File: src/rtl/irq_arb_pkg.sv
package irq_arb_pkg;

    typedef enum logic [1:0] {
        STK_EMPTY = 2'd0,
        STK_PART  = 2'd1,
        STK_FULL  = 2'd2
    } stk_state_e;

    typedef enum logic [1:0] {
        CTL_IDLE  = 2'd0,
        CTL_POP   = 2'd1,
        CTL_PUSH  = 2'd2,
        CTL_WRITE = 2'd3
    } ctl_op_e;

endpackage

File: src/rtl/irq_pend_reg.sv
module irq_pend_reg #(
    parameter int unsigned N_SRC = 8
) (
    input  logic             clk,
    input  logic             rst_n,
    input  logic [N_SRC-1:0] req_i,
    input  logic [N_SRC-1:0] clr_i,
    output logic [N_SRC-1:0] pend_o
);

    for (genvar g = 0; g < N_SRC; g++) begin : g_bit
        always_ff @(posedge clk or negedge rst_n) begin
            if (!rst_n)
                pend_o[g] <= 1'b0;
            else if (req_i[g])
                pend_o[g] <= 1'b1;
            else if (clr_i[g])
                pend_o[g] <= 1'b0;
        end

        // a request sets its bit (this also covers the R6 collision with a clear)
        p_req_sets_r2: assert property (@(posedge clk) disable iff (!rst_n)
            req_i[g] |=> pend_o[g]);

        // a clear with no new request drops the bit
        p_clr_drops_r5: assert property (@(posedge clk) disable iff (!rst_n)
            (clr_i[g] && !req_i[g]) |=> !pend_o[g]);
    end

endmodule

File: src/rtl/irq_prio_enc.sv
module irq_prio_enc #(
    parameter int unsigned N_SRC = 8,
    localparam int unsigned IW = (N_SRC > 1) ? $clog2(N_SRC) : 1
) (
    input  logic [N_SRC-1:0] pend_i,
    input  logic [N_SRC-1:0] mask_i,
    input  logic             gie_i,
    output logic             irq_o,
    output logic [IW-1:0]    idx_o
);

    logic [N_SRC-1:0] hit;

    always_comb begin
        hit   = pend_i & mask_i;
        idx_o = '0;
        // Scan from the lowest bit up, so the highest set bit wins.
        for (int i = 0; i < N_SRC; i++) begin
            if (hit[i]) idx_o = IW'(i);
        end
        irq_o = gie_i && (|hit);
    end

endmodule

File: src/rtl/irq_status_ctl.sv
module irq_status_ctl
    import irq_arb_pkg::*;
#(
    parameter int unsigned N_SRC     = 8,
    parameter int unsigned STK_DEPTH = 4
) (
    input  logic             clk,
    input  logic             rst_n,
    input  logic             mask_we_i,
    input  logic [N_SRC-1:0] mask_wdata_i,
    input  logic             gie_set_i,
    input  logic             gie_clr_i,
    input  logic             save_i,
    input  logic             restore_i,
    output logic [N_SRC-1:0] mask_o,
    output logic             gie_o,
    output logic             err_o
);

    localparam int unsigned CW = $clog2(STK_DEPTH + 1);
    localparam int unsigned AW = (STK_DEPTH > 1) ? $clog2(STK_DEPTH) : 1;
    localparam int unsigned WW = N_SRC + 1;

    stk_state_e       state_q, state_d;
    ctl_op_e          op;
    logic [CW-1:0]    cnt_q;
    logic [CW-1:0]    top_idx;
    logic [WW-1:0]    stk_q [STK_DEPTH];
    logic             push_ok, pop_ok;

    // Control decode: restore outranks save, and save outranks writes.
    always_comb begin
        if (restore_i)
            op = CTL_POP;
        else if (save_i)
            op = CTL_PUSH;
        else if (mask_we_i || gie_set_i || gie_clr_i)
            op = CTL_WRITE;
        else
            op = CTL_IDLE;
        push_ok = (op == CTL_PUSH) && (state_q != STK_FULL);
        pop_ok  = (op == CTL_POP)  && (state_q != STK_EMPTY);
        top_idx = cnt_q - CW'(1);
    end

    // Next-state logic for the stack occupancy
    always_comb begin
        state_d = state_q;
        unique case (state_q)
            STK_EMPTY: if (push_ok)
                state_d = (STK_DEPTH == 1) ? STK_FULL : STK_PART;
            STK_PART: begin
                if (push_ok && cnt_q == CW'(STK_DEPTH - 1))
                    state_d = STK_FULL;
                else if (pop_ok && cnt_q == CW'(1))
                    state_d = STK_EMPTY;
            end
            STK_FULL: if (pop_ok)
                state_d = (STK_DEPTH == 1) ? STK_EMPTY : STK_PART;
            default: state_d = STK_EMPTY;
        endcase
    end

    // State register
    always_ff @(posedge clk or negedge rst_n) begin
        if (!rst_n)
            state_q <= STK_EMPTY;
        else
            state_q <= state_d;
    end

    // Output and stack registers
    always_ff @(posedge clk or negedge rst_n) begin
        if (!rst_n) begin
            mask_o <= '0;
            gie_o  <= 1'b0;
            err_o  <= 1'b0;
            cnt_q  <= '0;
        end else begin
            unique case (op)
                CTL_POP: begin
                    if (pop_ok) begin
                        {gie_o, mask_o} <= stk_q[top_idx[AW-1:0]];
                        cnt_q           <= top_idx;
                    end else begin
                        err_o <= 1'b1;
                    end
                end
                CTL_PUSH: begin
                    if (push_ok) begin
                        gie_o <= 1'b0;
                        cnt_q <= cnt_q + CW'(1);
                    end else begin
                        err_o <= 1'b1;
                    end
                end
                CTL_WRITE: begin
                    if (mask_we_i) mask_o <= mask_wdata_i;
                    if (gie_clr_i)
                        gie_o <= 1'b0;
                    else if (gie_set_i)
                        gie_o <= 1'b1;
                end
                default: ;
            endcase
        end
    end

    // Stack storage (needs no reset: an entry is read only after it was written)
    always_ff @(posedge clk) begin
        if (push_ok) stk_q[cnt_q[AW-1:0]] <= {gie_o, mask_o};
    end

    // a save that fits turns the global enable off and keeps the mask
    p_save_drops_gie_r10: assert property (@(posedge clk) disable iff (!rst_n)
        push_ok |=> (!gie_o && $stable(mask_o)));

    // an overflow leaves the mask and enable alone and raises the flag
    p_full_save_keeps_r12: assert property (@(posedge clk) disable iff (!rst_n)
        (op == CTL_PUSH && state_q == STK_FULL) |=> ($stable(mask_o) && $stable(gie_o) && err_o));

    // an underflow leaves the mask and enable alone and raises the flag
    p_empty_pop_keeps_r12: assert property (@(posedge clk) disable iff (!rst_n)
        (op == CTL_POP && state_q == STK_EMPTY) |=> ($stable(mask_o) && $stable(gie_o) && err_o));

    // the error flag is sticky
    p_err_sticky_r12: assert property (@(posedge clk) disable iff (!rst_n)
        err_o |=> err_o);

    // the occupancy never exceeds the stack depth
    p_cnt_bound_r11: assert property (@(posedge clk) disable iff (!rst_n)
        cnt_q <= CW'(STK_DEPTH));

endmodule

File: src/rtl/prio_irq_unit.sv
module prio_irq_unit #(
    parameter int unsigned N_SRC     = 8,
    parameter int unsigned STK_DEPTH = 4
) (
    input  logic                      clk,
    input  logic                      rst_n,
    input  logic [N_SRC-1:0]          req_i,
    input  logic                      ack_i,
    input  logic                      mask_we_i,
    input  logic [N_SRC-1:0]          mask_wdata_i,
    input  logic                      gie_set_i,
    input  logic                      gie_clr_i,
    input  logic                      save_i,
    input  logic                      restore_i,
    output logic                      irq_o,
    output logic [$clog2(N_SRC)-1:0]  idx_o,
    output logic [N_SRC-1:0]          pend_o,
    output logic [N_SRC-1:0]          mask_o,
    output logic                      gie_o,
    output logic                      stk_err_o
);

    logic [N_SRC-1:0] clr;

    // An acknowledge counts only while a request is being presented.
    always_comb begin
        clr = '0;
        if (ack_i && irq_o) clr[idx_o] = 1'b1;
    end

    irq_pend_reg #(.N_SRC(N_SRC)) u_pend (
        .clk    (clk),
        .rst_n  (rst_n),
        .req_i  (req_i),
        .clr_i  (clr),
        .pend_o (pend_o)
    );

    irq_status_ctl #(.N_SRC(N_SRC), .STK_DEPTH(STK_DEPTH)) u_ctl (
        .clk          (clk),
        .rst_n        (rst_n),
        .mask_we_i    (mask_we_i),
        .mask_wdata_i (mask_wdata_i),
        .gie_set_i    (gie_set_i),
        .gie_clr_i    (gie_clr_i),
        .save_i       (save_i),
        .restore_i    (restore_i),
        .mask_o       (mask_o),
        .gie_o        (gie_o),
        .err_o        (stk_err_o)
    );

    irq_prio_enc #(.N_SRC(N_SRC)) u_enc (
        .pend_i (pend_o),
        .mask_i (mask_o),
        .gie_i  (gie_o),
        .irq_o  (irq_o),
        .idx_o  (idx_o)
    );

    // no request is presented while the global enable is off
    p_irq_gated_r3: assert property (@(posedge clk) disable iff (!rst_n)
        !gie_o |-> !irq_o);

    // the presented source is both pending and masked in
    p_idx_valid_r4: assert property (@(posedge clk) disable iff (!rst_n)
        irq_o |-> (pend_o[idx_o] && mask_o[idx_o]));

endmodule

File: config.mk
export PLATFORM = sky130hd
export DESIGN_NAME = prio_irq_unit
export DESIGN_NICKNAME = d
export VERILOG_FILES = /design/src/rtl/irq_arb_pkg.sv /design/src/rtl/irq_pend_reg.sv /design/src/rtl/irq_prio_enc.sv /design/src/rtl/irq_status_ctl.sv /design/src/rtl/prio_irq_unit.sv
export SDC_FILE = /design/constraint.sdc
export NUM_CORES = 1
export LEC_CHECK = 0
export BUFFER_PORTS_ARGS = -buffer_cell sky130_fd_sc_hd__clkbuf_2
export CELL_PAD_IN_SITES_DETAIL_PLACEMENT = 0
export CELL_PAD_IN_SITES_GLOBAL_PLACEMENT = 1
export CORE_ASPECT_RATIO = 0.5
export CORE_MARGIN = 2
export CORE_UTILIZATION = 35
export DETAILED_ROUTE_END_ITERATION = 16
export HOLD_SLACK_MARGIN = 0.15
export PLACE_DENSITY = 0.71
export SYNTH_ARGS = -nofsm -noshare
export SYNTH_HDL_FRONTEND = slang
export SYNTH_SLANG_ARGS = --single-unit
File: constraint.sdc
create_clock -name clk -period 1.98 [get_ports clk]
set_input_delay 0.297 -clock clk [delete_from_list [all_inputs] [get_ports clk]]
set_output_delay 0.297 -clock clk [all_outputs]
set_load 0.02 [all_outputs]
Word level (Yosys, flattened, before mapping)
Memories as Yosys holds them, arrays and structs flattened.
Cells that the tools add are included.
{"block": "word_totals", "out_inout_bits": 22, "input_bits": 24, "n_memories": 1, "register_bits": 23, "ram_bits": 36, "elab_cells": 114}
{"block": "classes", "muxes": 50, "n_eq_ne": 17, "bitwise_logic": 1, "n_reduce_logical": 28, "addsub": 2, "n_lt_le_gt_ge": 2}
{"memory": "u_ctl.stk_q", "depth": 4, "word_bits": 9, "read_ports": 1, "rd_clocked_by_memory_dff": 0, "write_ports": 1, "line_no": "irq_status_ctl.sv:28", "source": "logic [WW-1:0] stk_q [STK_DEPTH];"}
{"cell": "$mux W1", "count": 26}
{"cell": "$mux W8", "count": 3}
{"cell": "$reduce_bool A2 Y1", "count": 11}
{"cell": "$mux W2", "count": 9}
{"cell": "$mux W3", "count": 6}
{"cell": "$pmux W8 S2", "count": 1}
{"cell": "$reduce_and A3 Y1", "count": 4}
{"cell": "$and A8 B8 Y8", "count": 1}
{"cell": "$ne A2 B1 Y1 const B", "count": 4}
{"cell": "$ne A2 B2 Y1 const B", "count": 4}
{"cell": "$reduce_or A8 Y1", "count": 1}
{"cell": "$logic_and A1 B1 Y1", "count": 7}
{"cell": "$eq A2 B2 Y1 const B", "count": 3}
{"cell": "$pmux W2 S3", "count": 1}
{"cell": "$pmux W3 S2", "count": 1}
{"cell": "$eq A2 B1 Y1 const B", "count": 2}
{"cell": "$lt A3 B4 Y1 const B", "count": 1}
{"cell": "$reduce_and A4 Y1", "count": 1}
{"cell": "$add A3 B1 Y3 const B", "count": 1}
{"cell": "$demux W1 S3", "count": 1}
{"cell": "$eq A3 B1 Y1 const B", "count": 1}
{"cell": "$eq A3 B2 Y1 const B", "count": 1}
{"cell": "$ge A3 B1 Y1 const B", "count": 1}
{"cell": "$ne A3 B1 Y1 const B", "count": 1}
{"cell": "7 further kinds", "count": 8}

Logic depth before layout (Yosys ltp)
Gate-level depths: netlist of run 1.
{"block": "logic_depth", "ltp_word": 15, "depth_mapped": 7, "mapped_depth_nobuf": 6}

Modules after synthesis
A second synthesis of run 1 with hierarchy kept.
{"block": "unflattened", "cells_unflattened": 196, "hier_area_um2": 2720.1}
{"module": "irq_status_ctl", "seq_area_each_um2": 1456.4, "n_inst": 1, "cells_per_inst": 143, "area_per_inst_um2": 2254.7}
{"module": "irq_pend_reg", "seq_area_each_um2": 200.2, "n_inst": 1, "cells_per_inst": 24, "area_per_inst_um2": 290.3}
{"module": "irq_prio_enc", "seq_area_each_um2": 0.0, "n_inst": 1, "cells_per_inst": 15, "area_per_inst_um2": 107.6}
{"module": "prio_irq_unit", "seq_area_each_um2": 0.0, "n_inst": 1, "cells_per_inst": 14, "area_per_inst_um2": 67.6}

Least setup slack after synthesis of run 1
No wires, ideal clock.
{"block": "synth_timing", "path_kind": "register -> register", "start": "register u_ctl.cnt_q[0]", "end": "register u_ctl.gie_o", "arrival_ps": 1647, "path_buffers": 2, "setup_ps": 133, "slack_ps": 199, "period_less_slack_ps": 1781, "path_stages_with_launch": 8, "required_ps": 1847, "path_cell_list": "dfrtp_1 -> buf_4 -> inv_1 -> ha_1 -> clkbuf_2 -> mux4_2 -> o22ai_1 -> mux2i_1"}
{"block": "synth_via", "elab_chain_cells": 4}
{"item": "from (decl)", "line_no": "irq_status_ctl.sv:26", "source": "logic [CW-1:0] cnt_q;"}
{"item": "from (signal assigned)", "line_no": "irq_status_ctl.sv:84", "source": "cnt_q <= top_idx;"}
{"item": "from (signal assigned)", "line_no": "irq_status_ctl.sv:92", "source": "cnt_q <= cnt_q + CW'(1);"}
{"item": "$sub A3 B1 Y3", "line_no": "irq_status_ctl.sv:43", "source": "top_idx = cnt_q - CW'(1);"}
{"item": "$mem_v2 Z4 W9"}
{"item": "$mux W1", "line_no": "irq_status_ctl.sv:82", "source": "if (pop_ok) begin"}
{"item": "$pmux W1 S3", "line_no": "irq_status_ctl.sv:80", "source": "unique case (op)"}
{"item": "to (signal assigned)", "line_no": "irq_status_ctl.sv:83", "source": "{gie_o, mask_o} <= stk_q[top_idx[AW-1:0]];"}
{"item": "to (decl)", "line_no": "irq_status_ctl.sv:16", "source": "output logic gie_o,"}
Every way passes these cells. The select of a mux whose other input is x is not followed.
A chain may end at the register's enable or synchronous reset.

Worst setup path in the final report of run 1
{"block": "layout_timing", "start": "register u_ctl.mask_o[3]", "end": "output port irq_o"}
{"block": "layout_via", "elab_chain_cells": 3}
{"item": "from (decl)", "line_no": "irq_status_ctl.sv:15", "source": "output logic [N_SRC-1:0] mask_o,"}
{"item": "from (signal assigned)", "line_no": "irq_status_ctl.sv:83"}
{"item": "from (signal assigned)", "line_no": "irq_status_ctl.sv:98", "source": "if (mask_we_i) mask_o <= mask_wdata_i;"}
{"item": "$and A8 B8 Y8", "line_no": "irq_prio_enc.sv:15", "source": "hit = pend_i & mask_i;"}
{"item": "$reduce_or A8 Y1", "line_no": "irq_prio_enc.sv:21", "source": "irq_o = gie_i && (|hit);"}
{"item": "$logic_and A1 B1 Y1", "line_no": "irq_prio_enc.sv:21"}
{"item": "to (decl)", "line_no": "prio_irq_unit.sv:15", "source": "output logic irq_o,"}
Every way passes these cells.

==> results of run 1 <==
-- sequential cells by signal (all words and copies together), names as in the netlist --
register,count
u_ctl.cnt_q,3
u_ctl.err_o,1
u_ctl.gie_o,1
u_ctl.mask_o,8
u_ctl.state_q,2
u_ctl.stk_q,36
u_pend.pend_o,8
-- power groups by stage --
stage | Clock [mW] | Combinational [mW] | Sequential (mW)
final | 1.49 | 1.74 | 1.91
after global routing | 1.57 | 1.91 | 1.95
after CTS | 1.52 | 1.75 | 1.91
after detailed placement | 0 | 1.72 | 1.92
after global placement | 0 | 1.69 | 1.91
after floorplan | 0 | 1.02 | 2.01
-- logic make-up (layout without fill, tap and decap cells) --
kind of cell,Yosys count,in the layout,share of synthesized area
flops,59,59,0.624
simple gates,53,53,0.106
compound gates,37,37,0.0967
mux,20,20,0.118
buf+inv,13,85,0.0255
fa+ha+maj,5,5,0.0236
xor+xnor,2,2,0.00660
-- layout by cell type (no fill, tap or decap), types with 4 or more instances in the layout --
cell / n
mux4_2: 9
dfrtp_1: 22
a21oi_1: 13
inv_1: 6
edfxtp_1: 36
clkbuf_16: 9
and3_1: 4
mux2i_1: 11
nor2_1: 18
clkbuf_2: 45
ha_1: 5
a22oi_2: 4
nand2_1: 11
buf_4: 14
-- worst max path at each step --
stage / endpoint
floorplan: u_ctl.gie_o$_DFFE_PN0P_
global placement: irq_o
detailed placement: u_ctl.stk_q[1][4]$_DFFE_PP_
CTS: irq_o
global route: irq_o
finish: irq_o
-- final cells by class --
type / count / area (sq um)
Clock buffer: 10 / 229
Timing Repair Buffer: 62 / 360
Fill cell: 655 / 3960
Inverter: 7 / 26.3
Multi-Input combinational cell: 117 / 940
Tap cell: 96 / 120
Sequential cell: 59 / 1660
Clock inverter: 6 / 56.3
-- what timing repair did --
| item | 4_1_cts | 5_1_grt |
|---|---|---|
| hold buffers | 3 | 0 |
| buffers inserted | 1 | 1 |
| endpoints found under the setup margin | 1 | 1 |
| hold endpoints to repair | 25 | 0 |
| resized for setup | 1 | 2 |
| pin swaps | 1 | 2 |
-- critical path, cell delays in order (launching register included) --
cell and delay, ns:
dfrtp_2 0.46, a22oi_2 0.25, nand4_1 0.18, and2_1 0.20, clkbuf_2 0.15
-- per-layer routing --
metal  up-vias  GRT usage  part of all wire
li1        854          -                 -
met1       902      0.199              0.48
met2        37      0.238              0.46
met3         8     0.0603             0.049
met4         0     0.0522             0.012
met5         -          0                 0
-- per-stage QoR --
| step | std cells | hold slack [ns] | area [sq um] | power, mW |
|---|---|---|---|---|
| floorplan | 189 | 0.00141 | 2650 | 3.04 |
| global placement | 336 | 0.359 | 3050 | 3.60 |
| detailed placement | 336 | 0.361 | 3050 | 3.64 |
| CTS | 356 | 0.198 | 3380 | 5.18 |
| global route | 357 | 0.209 | 3390 | 5.43 |
| finish | 357 | 0.210 | 3390 | 5.14 |
==> results.py, run 1 <==
metrics = {
    "min_path": {
        "min-delay-start": "req_i[2]",
        "hold_path_depth": 2,
        "hold_path_end": "u_pend.pend_o[2]$_DFFE_PN0P_",
        "hp-class": "in2reg",
    },
    "synth": {
        "synthArstFlopShare": 0.390,
        "synth_top_area_share": 0.407,
        "synth_warnings": 0,
        "synth_top_area_cell": "edfxtp_1",
        "syn-cell-area_sq_mm": 0.00265,
        "synth.most_common_cell": "edfxtp_1",
        "synth_top_flop_cell": "edfxtp_1",
        "syn_inst": 189,
        "syn_avg_cell_area_sq_um": 14.0,
        "synth_nets": 218,
        "synthTopCellsByCount": "edfxtp_1, dfrtp_1, nor2_1",
        "ys_ff_latch": 59,
        "seq_area_frac_synth": 0.624,
        "synth_edf_count": 36,
        "synth_cell_types": 47,
        "synthTopCellsByArea": "edfxtp_1, dfrtp_1, mux4_2, mux2i_1, nor2_1",
    },
    "power_and_ir_drop": {
        "power.share.switching": 0.338,
        "total_leakage_power_nw": 1.34,
        "power.density_mw_per_mm2": 1520,
        "p_clk_frac": 0.290,
        "intPower_mw": 3.40,
        "p_seq_frac": 0.372,
        "p_switching_mw": 1.74,
        "peakVddDrop_v": 0.000560,
        "pwr-share-comb": 0.338,
    },
    "clock_network": {
        "htreeDepth": 3,
        "cts-root-buf": "clkbuf_16",
        "clockBufferDepth": 2,
        "numCtsBuffers": 9,
        "clk_pin_slew_ns": 0.05,
        "cts.sinks": 59,
        "clock_latency_ns": 0.33,
        "cts_tree": "yes",
    },
    "global_route": {
        "antenna_found_initial": 0,
        "grt_pass1_wl_microns": 9170,
        "grt_pass1_vias": 1772,
        "grtUsageTotal": 0.154,
        "globalRoute.totalOverflow": 0,
        "grt_max_degree": 24,
    },
    "detailed_routing": {
        "wirelength_microns": 5850,
        "drc": 0,
        "wire_per_inst_microns": 16.4,
        "postRouteAntennaNets": 0,
        "drt_iter0_markers": 133,
        "routed_via_density": 5.04,
        "vias": 1801,
        "first_pass_iters": 4,
    },
    "worst_setup_path": {
        "cp-startpoint": "u_ctl.mask_o[3]$_DFFE_PN0P_",
        "worstReg2RegStart": "u_ctl.cnt_q[0]$_DFFE_PN0P_",
        "arrival_ns": 1.58,
        "critPathKind": "reg2out",
        "critPathRequiredTime_ns": 1.68,
        "critPathLaunchType": "register",
        "cp_max_fo": 8,
        "crit_path_end_kind": "output port",
        "rr_worst_depth": 3,
        "worstReg2RegEnd": "u_ctl.stk_q[1][4]$_DFFE_PP_",
        "ff2ff_setup_slack_ns": 0.30,
    },
    "timing": {
        "fin_crit_sh": 0.946,
        "min_period_ns": 1.87,
        "fin_ws_ns": 0.108,
        "worst_clock_skew_ns": 0.00460,
        "max_clock_freq_mhz": 534,
        "final.setup.tns_ns": 0,
        "setup_violations": 0,
        "final-max-slew-violation-count": 0,
        "slew-limit-headroom": 0.543,
        "rsz0062_at_grt": "false",
        "hold_viol": 0,
        "tightest_slew_ns": 0.685,
    },
    "die": {
        "die_y_microns": 65.6,
        "fp-row-count": 22,
        "fp.coreArea_sq_mm": 0.00735,
        "ios": 46,
        "die_area_sq_mm": 0.00834,
        "die_x_microns": 127,
        "start_util": 0.361,
    },
    "placement": {
        "portBuffers": 45,
        "place_hpwl_microns": 3960,
        "preCtsSetupSlack_ns": 0.319,
        "place_congestion": 0.721,
    },
    "status": {
        "status": "complete, no violations",
    },
    "cells_and_area": {
        "area_delta_synth_final_pct": 27.7,
        "antenna_cells": 0,
        "nNetsFinal": 285,
        "drive_above_1_share": 0.360,
        "final_util": 0.461,
    },
    "flow_run": {
        "drv_cap": 0,
    },
}
Power figures use the tool's default switching activity.
==> run 2, diff against run 1 <==
--- a/config.mk
+++ b/config.mk
@@ -8,9 +8,9 @@
 export BUFFER_PORTS_ARGS = -buffer_cell sky130_fd_sc_hd__clkbuf_2
 export CELL_PAD_IN_SITES_DETAIL_PLACEMENT = 0
 export CELL_PAD_IN_SITES_GLOBAL_PLACEMENT = 1
-export CORE_ASPECT_RATIO = 0.5
 export CORE_MARGIN = 2
 export CORE_UTILIZATION = 35
+export CTS_CLUSTER_SIZE = 16
 export DETAILED_ROUTE_END_ITERATION = 16
 export HOLD_SLACK_MARGIN = 0.15
 export PLACE_DENSITY = 0.71
==> constraint.sdc (replaced) <==
create_clock -name clk -period 1.98 [get_ports clk]
set_input_delay 0.099 -clock clk [delete_from_list [all_inputs] [get_ports clk]]
set_output_delay 0.099 -clock clk [all_outputs]
set_load 0.02 [all_outputs]
==> results.py, run 2 (synthesis gave the netlist of run 1 again) <==
metrics = {
    "timing": {
        "min_period_ns": 1.83,
        "hold_viol": 0,
        "final.setup.tns_ns": 0,
        "fin_crit_sh": 0.924,
        "slew-limit-headroom": 0.546,
        "worst_clock_skew_ns": 0.0103,
        "rsz0062_at_grt": "false",
        "fin_ws_ns": 0.150,
        "final-max-slew-violation-count": 0,
        "tightest_slew_ns": 0.680,
        "setup_violations": 0,
        "max_clock_freq_mhz": 546,
    },
    "die": {
        "ios": 46,
        "fp-row-count": 31,
        "fp.coreArea_sq_mm": 0.00729,
        "die_x_microns": 91.1,
        "die_y_microns": 91.1,
        "die_area_sq_mm": 0.00829,
        "start_util": 0.364,
    },
    "power_and_ir_drop": {
        "total_leakage_power_nw": 1.34,
        "peakVddDrop_v": 0.000571,
        "power.density_mw_per_mm2": 1360,
        "total_power_mw": 4.64,
    },
    "worst_setup_path": {
        "cp_max_fo": 8,
        "arrival_ns": 1.73,
        "cp_slowest_cell": "dfrtp_1",
        "slowest_delay_ns": 0.47,
        "path_cells": "a22oi_1 -> nand4_1 -> and2_1 -> clkbuf_2",
        "critPathLaunchType": "register",
        "cpLargestDelayFamily": "flip-flops",
        "critPathKind": "reg2out",
        "crit_path_end_kind": "output port",
        "critPathRequiredTime_ns": 1.88,
        "worst-path-buf-inv": 1,
    },
    "global_route": {
        "grt_pass1_vias": 1739,
        "grtUsageTotal": 0.147,
        "grt_pass1_wl_microns": 9180,
        "grt_max_degree": 24,
        "globalRoute.totalOverflow": 0,
        "antenna_found_initial": 0,
    },
    "cells_and_area": {
        "layout_commonest_cell": "clkbuf_2",
        "mostFrequentLayoutCells": "clkbuf_2, edfxtp_1, dfrtp_1, nor2_1, dlygate4sd3_1",
        "antenna_cells": 0,
        "largest_reg_flops": 36,
        "nNetsFinal": 297,
        "drive_above_1_share": 0.324,
        "final_util": 0.467,
        "area_delta_synth_final_pct": 28.3,
    },
    "clock_network": {
        "clock_latency_ns": 0.33,
        "cts-root-buf": "clkbuf_8",
        "numCtsBuffers": 9,
        "cts-resized-gates": 0,
        "clockBufferDepth": 2,
        "cts.sinks": 59,
        "clk_pin_slew_ns": 0.06,
        "htreeDepth": 3,
        "cts_tree": "yes",
    },
    "placement": {
        "place_hpwl_microns": 3800,
        "portBuffers": 45,
        "place_congestion": 0.741,
        "preCtsSetupSlack_ns": 0.357,
    },
    "detailed_routing": {
        "routed_via_density": 4.94,
        "drt_iter0_markers": 93,
        "postRouteAntennaNets": 0,
        "vias": 1831,
        "wire_per_inst_microns": 15.4,
        "wirelength_microns": 5710,
        "drc": 0,
        "first_pass_iters": 4,
    },
    "flow_run": {
        "drv_cap": 0,
    },
    "status": {
        "status": "complete, no violations",
    },
    "min_path": {
        "hp-class": "in2reg",
    },
}
run 2: where the power goes:
group | switching (mW) | internal, mW | leakage, nW
sequential | 0.228 | 1.66 | 0.564
clock | 0.457 | 0.565 | 0.0963
combinational | 0.955 | 0.768 | 0.681
run 2: layout make-up:
cell class	instances	area (sq um)
Inverter	7	26.3
Timing Repair Buffer	74	488
Tap cell	99	124
Multi-Input combinational cell	117	930
Fill cell	714	3890
Sequential cell	59	1660
Clock buffer	9	124
Clock inverter	6	57.6
run 2: timing repair:
item	in CTS	in global routing
setup buffers	0	0
hold endpoints to repair	40	0
endpoints found under the setup margin	0	0
hold buffers	18	0
run 2: per-stage QoR:
| step | area (sq um) | cells | hold slack, ns |
|---|---|---|---|
| 3_5_place_dp | 3040 | 338 | 0.187 |
| 4_1_cts | 3410 | 371 | 0.152 |
| 5_1_grt | 3410 | 371 | 0.169 |
| 3_3_place_gp | 3040 | 338 | 0.172 |
| 6_report | 3410 | 371 | 0.164 |
| 2_1_floorplan | 2650 | 189 | -0.197 |
run 2: routing by layer:
layer  share of wire  wire, microns  GRT usage
met4           0.015             83     0.0644
met5               0              0          0
met2            0.46           2600      0.211
met1            0.47           2670      0.215
met3           0.062            355     0.0299
run 2: worst paths after layout:
| kind | cells after the start | startpoint | slack [ns] | end |
|---|---|---|---|---|
| worst max-delay path | 4 | u_ctl.mask_o[3]$_DFFE_PN0P_ | 0.15 | irq_o |
| worst min-delay path | 3 | save_i | 0.16 | u_ctl.state_q[1]$_DFFE_PN0P_ |
| worst max register to register | 6 | u_ctl.cnt_q[1]$_DFFE_PN0P_ | 0.36 | u_ctl.mask_o[7]$_DFFE_PN0P_ |
| worst min register to register | 1 | u_ctl.err_o$_DFFE_PN0P_ | 0.48 | u_ctl.err_o$_DFFE_PN0P_ |
| max in group asynchronous | 2 | rst_n | 1.19 | u_ctl.mask_o[1]$_DFFE_PN0P_ |
| min in group asynchronous | 2 | rst_n | 0.34 | u_pend.pend_o[2]$_DFFE_PN0P_ |
run 2: tightest hold or removal path, delay by kind of cell:
kind	cells	cell delay (ns)
buffers and inverters	1	0.16
AND/OR/NAND/NOR	1	0.13
AO/OA/AOI/OAI	1	0.06
==> run 3, diff against run 2 <==
==> constraint.sdc (replaced) <==
create_clock -name clk -period 1.98 [get_ports clk]
set_input_delay 0.198 -clock clk [delete_from_list [all_inputs] [get_ports clk]]
set_output_delay 0.198 -clock clk [all_outputs]
set_load 0.02 [all_outputs]
==> results.py, run 3 (synthesis gave the netlist of run 1 again) <==
metrics = {
    "cells_and_area": {
        "area_delta_synth_final_pct": 25.0,
        "largest_reg_flops": 36,
        "instances_no_fill": 362,
        "layout_commonest_cell": "clkbuf_2",
        "drive_above_1_share": 0.331,
        "nNetsFinal": 287,
        "antenna_cells": 0,
        "final_util": 0.455,
        "mostFrequentLayoutCells": "clkbuf_2, edfxtp_1, dfrtp_1, nor2_1, a21oi_1",
    },
    "worst_setup_path": {
        "critPathKind": "reg2out",
        "critPathLaunchType": "register",
        "crit_path_end_kind": "output port",
        "worstReg2RegStart": "u_ctl.cnt_q[1]$_DFFE_PN0P_",
        "slowest_delay_ns": 0.46,
        "arrival_ns": 1.63,
        "cp_slowest_cell": "dfrtp_1",
        "rr_worst_depth": 6,
        "worstReg2RegEnd": "u_ctl.mask_o[4]$_DFFE_PN0P_",
        "cp_max_fo": 8,
        "ff2ff_setup_slack_ns": 0.22,
        "cpLargestDelayFamily": "flip-flops",
        "critPathRequiredTime_ns": 1.78,
        "path_cells": "a22oi_2 -> nand4_1 -> and2_1 -> clkbuf_2",
        "worst-path-buf-inv": 1,
    },
    "clock_network": {
        "cts-root-buf": "clkbuf_8",
        "htreeDepth": 3,
        "cts_tree": "yes",
        "clock_latency_ns": 0.33,
        "clk_pin_slew_ns": 0.07,
        "cts.sinks": 59,
        "numCtsBuffers": 9,
        "clockBufferDepth": 2,
    },
    "detailed_routing": {
        "vias": 1785,
        "drt_iter0_markers": 106,
        "first_pass_iters": 4,
        "wirelength_microns": 5880,
        "drc": 0,
        "postRouteAntennaNets": 0,
        "routed_via_density": 4.93,
        "wire_per_inst_microns": 16.2,
    },
    "min_path": {
        "hold_path_depth": 3,
        "hp-class": "in2reg",
        "min-delay-start": "mask_wdata_i[0]",
        "hold_path_end": "u_ctl.mask_o[0]$_DFFE_PN0P_",
    },
    "flow_run": {
        "drv_cap": 0,
    },
    "timing": {
        "worst_clock_skew_ns": 0.00754,
        "tightest_slew_ns": 0.628,
        "slew-limit-headroom": 0.581,
        "fin_crit_sh": 0.922,
        "fin_ws_ns": 0.155,
        "hold_viol": 0,
        "final-max-slew-violation-count": 0,
        "min_period_ns": 1.83,
        "max_clock_freq_mhz": 548,
        "setup_violations": 0,
        "final.setup.tns_ns": 0,
        "rsz0062_at_grt": "false",
    },
    "die": {
        "fp-row-count": 31,
        "die_area_sq_mm": 0.00829,
        "die_x_microns": 91.1,
        "start_util": 0.364,
        "fp.coreArea_sq_mm": 0.00729,
        "ios": 46,
        "die_y_microns": 91.1,
    },
    "global_route": {
        "grtUsageTotal": 0.153,
        "antenna_found_initial": 0,
        "grt_pass1_wl_microns": 9600,
        "grt_max_degree": 24,
        "grt_pass1_vias": 1889,
        "globalRoute.totalOverflow": 0,
    },
    "placement": {
        "place_hpwl_microns": 4060,
        "place_congestion": 0.763,
        "portBuffers": 45,
        "preCtsSetupSlack_ns": 0.216,
        "placedCellCount": 336,
    },
    "power_and_ir_drop": {
        "total_leakage_power_nw": 1.29,
        "peakVddDrop_v": 0.000515,
        "power.density_mw_per_mm2": 1410,
    },
    "status": {
        "status": "complete, no violations",
    },
}
==> run 3: area by class of cell <==
type,instances,area [sq um]
fill,711,3980
sequential,59,1660
multi-input combinational,117,935
timing repair buffer,64,390
clock buffer,11,131
tap,99,124
clock inverter,5,53.8
inverter,7,26.3
==> run 3: per-stage QoR <==
step | power [mW] | hold WS (ns) | cell area [sq um]
after floorplan | 3.04 | -0.0976 | 2650
after global placement | 3.62 | 0.266 | 3030
after detailed placement | 3.67 | 0.260 | 3030
after CTS | 4.73 | 0.161 | 3300
after global routing | 4.99 | 0.178 | 3320
final | 4.68 | 0.173 | 3320
==> run 3: metal layers <==
metal / wire (microns) / GRT usage / up-vias
met4: 54 / 0.0644 / 0
met3: 239 / 0.0315 / 5
li1: - / - / 858
met1: 2750 / 0.208 / 869
met5: 0 / 0 / -
met2: 2840 / 0.241 / 53
==> run 3: worst register-to-register path: stages (launching register included) <==
cell	delay, ns
dfrtp_1	0.37
inv_1	0.10
ha_1	0.42
buf_4	0.21
mux4_2	0.30
mux2i_1	0.15
a21oi_1	0.09
==> run 3: power by group <==
group / switching (mW) / leakage [nW] / internal [mW]
logic: 0.972 / 0.637 / 0.769
clock network: 0.456 / 0.0870 / 0.575
registers: 0.242 / 0.564 / 1.66
==> run 3: how the worst max path moves through the flow <==
stage                                      startpoint                     endpoint  cells after the start
after floorplan            u_ctl.cnt_q[0]$_DFFE_PN0P_      u_ctl.gie_o$_DFFE_PN0P_                      7
after global placement     u_ctl.cnt_q[1]$_DFFE_PN0P_      u_ctl.gie_o$_DFFE_PN0P_                      6
after detailed placement   u_ctl.cnt_q[1]$_DFFE_PN0P_  u_ctl.mask_o[4]$_DFFE_PN0P_                      6
after CTS                 u_ctl.mask_o[3]$_DFFE_PN0P_                        irq_o                      4
after global routing      u_ctl.mask_o[5]$_DFFE_PN0P_                     idx_o[1]                      5
final                     u_ctl.mask_o[5]$_DFFE_PN0P_                        irq_o                      4
==> run 3: repair_timing <==
item | CTS | global route
resized for setup | 0 | 1
setup buffers | 0 | 1
hold buffers | 9 | 0
hold endpoints to repair | 31 | 0
setup endpoints to repair | 0 | 1
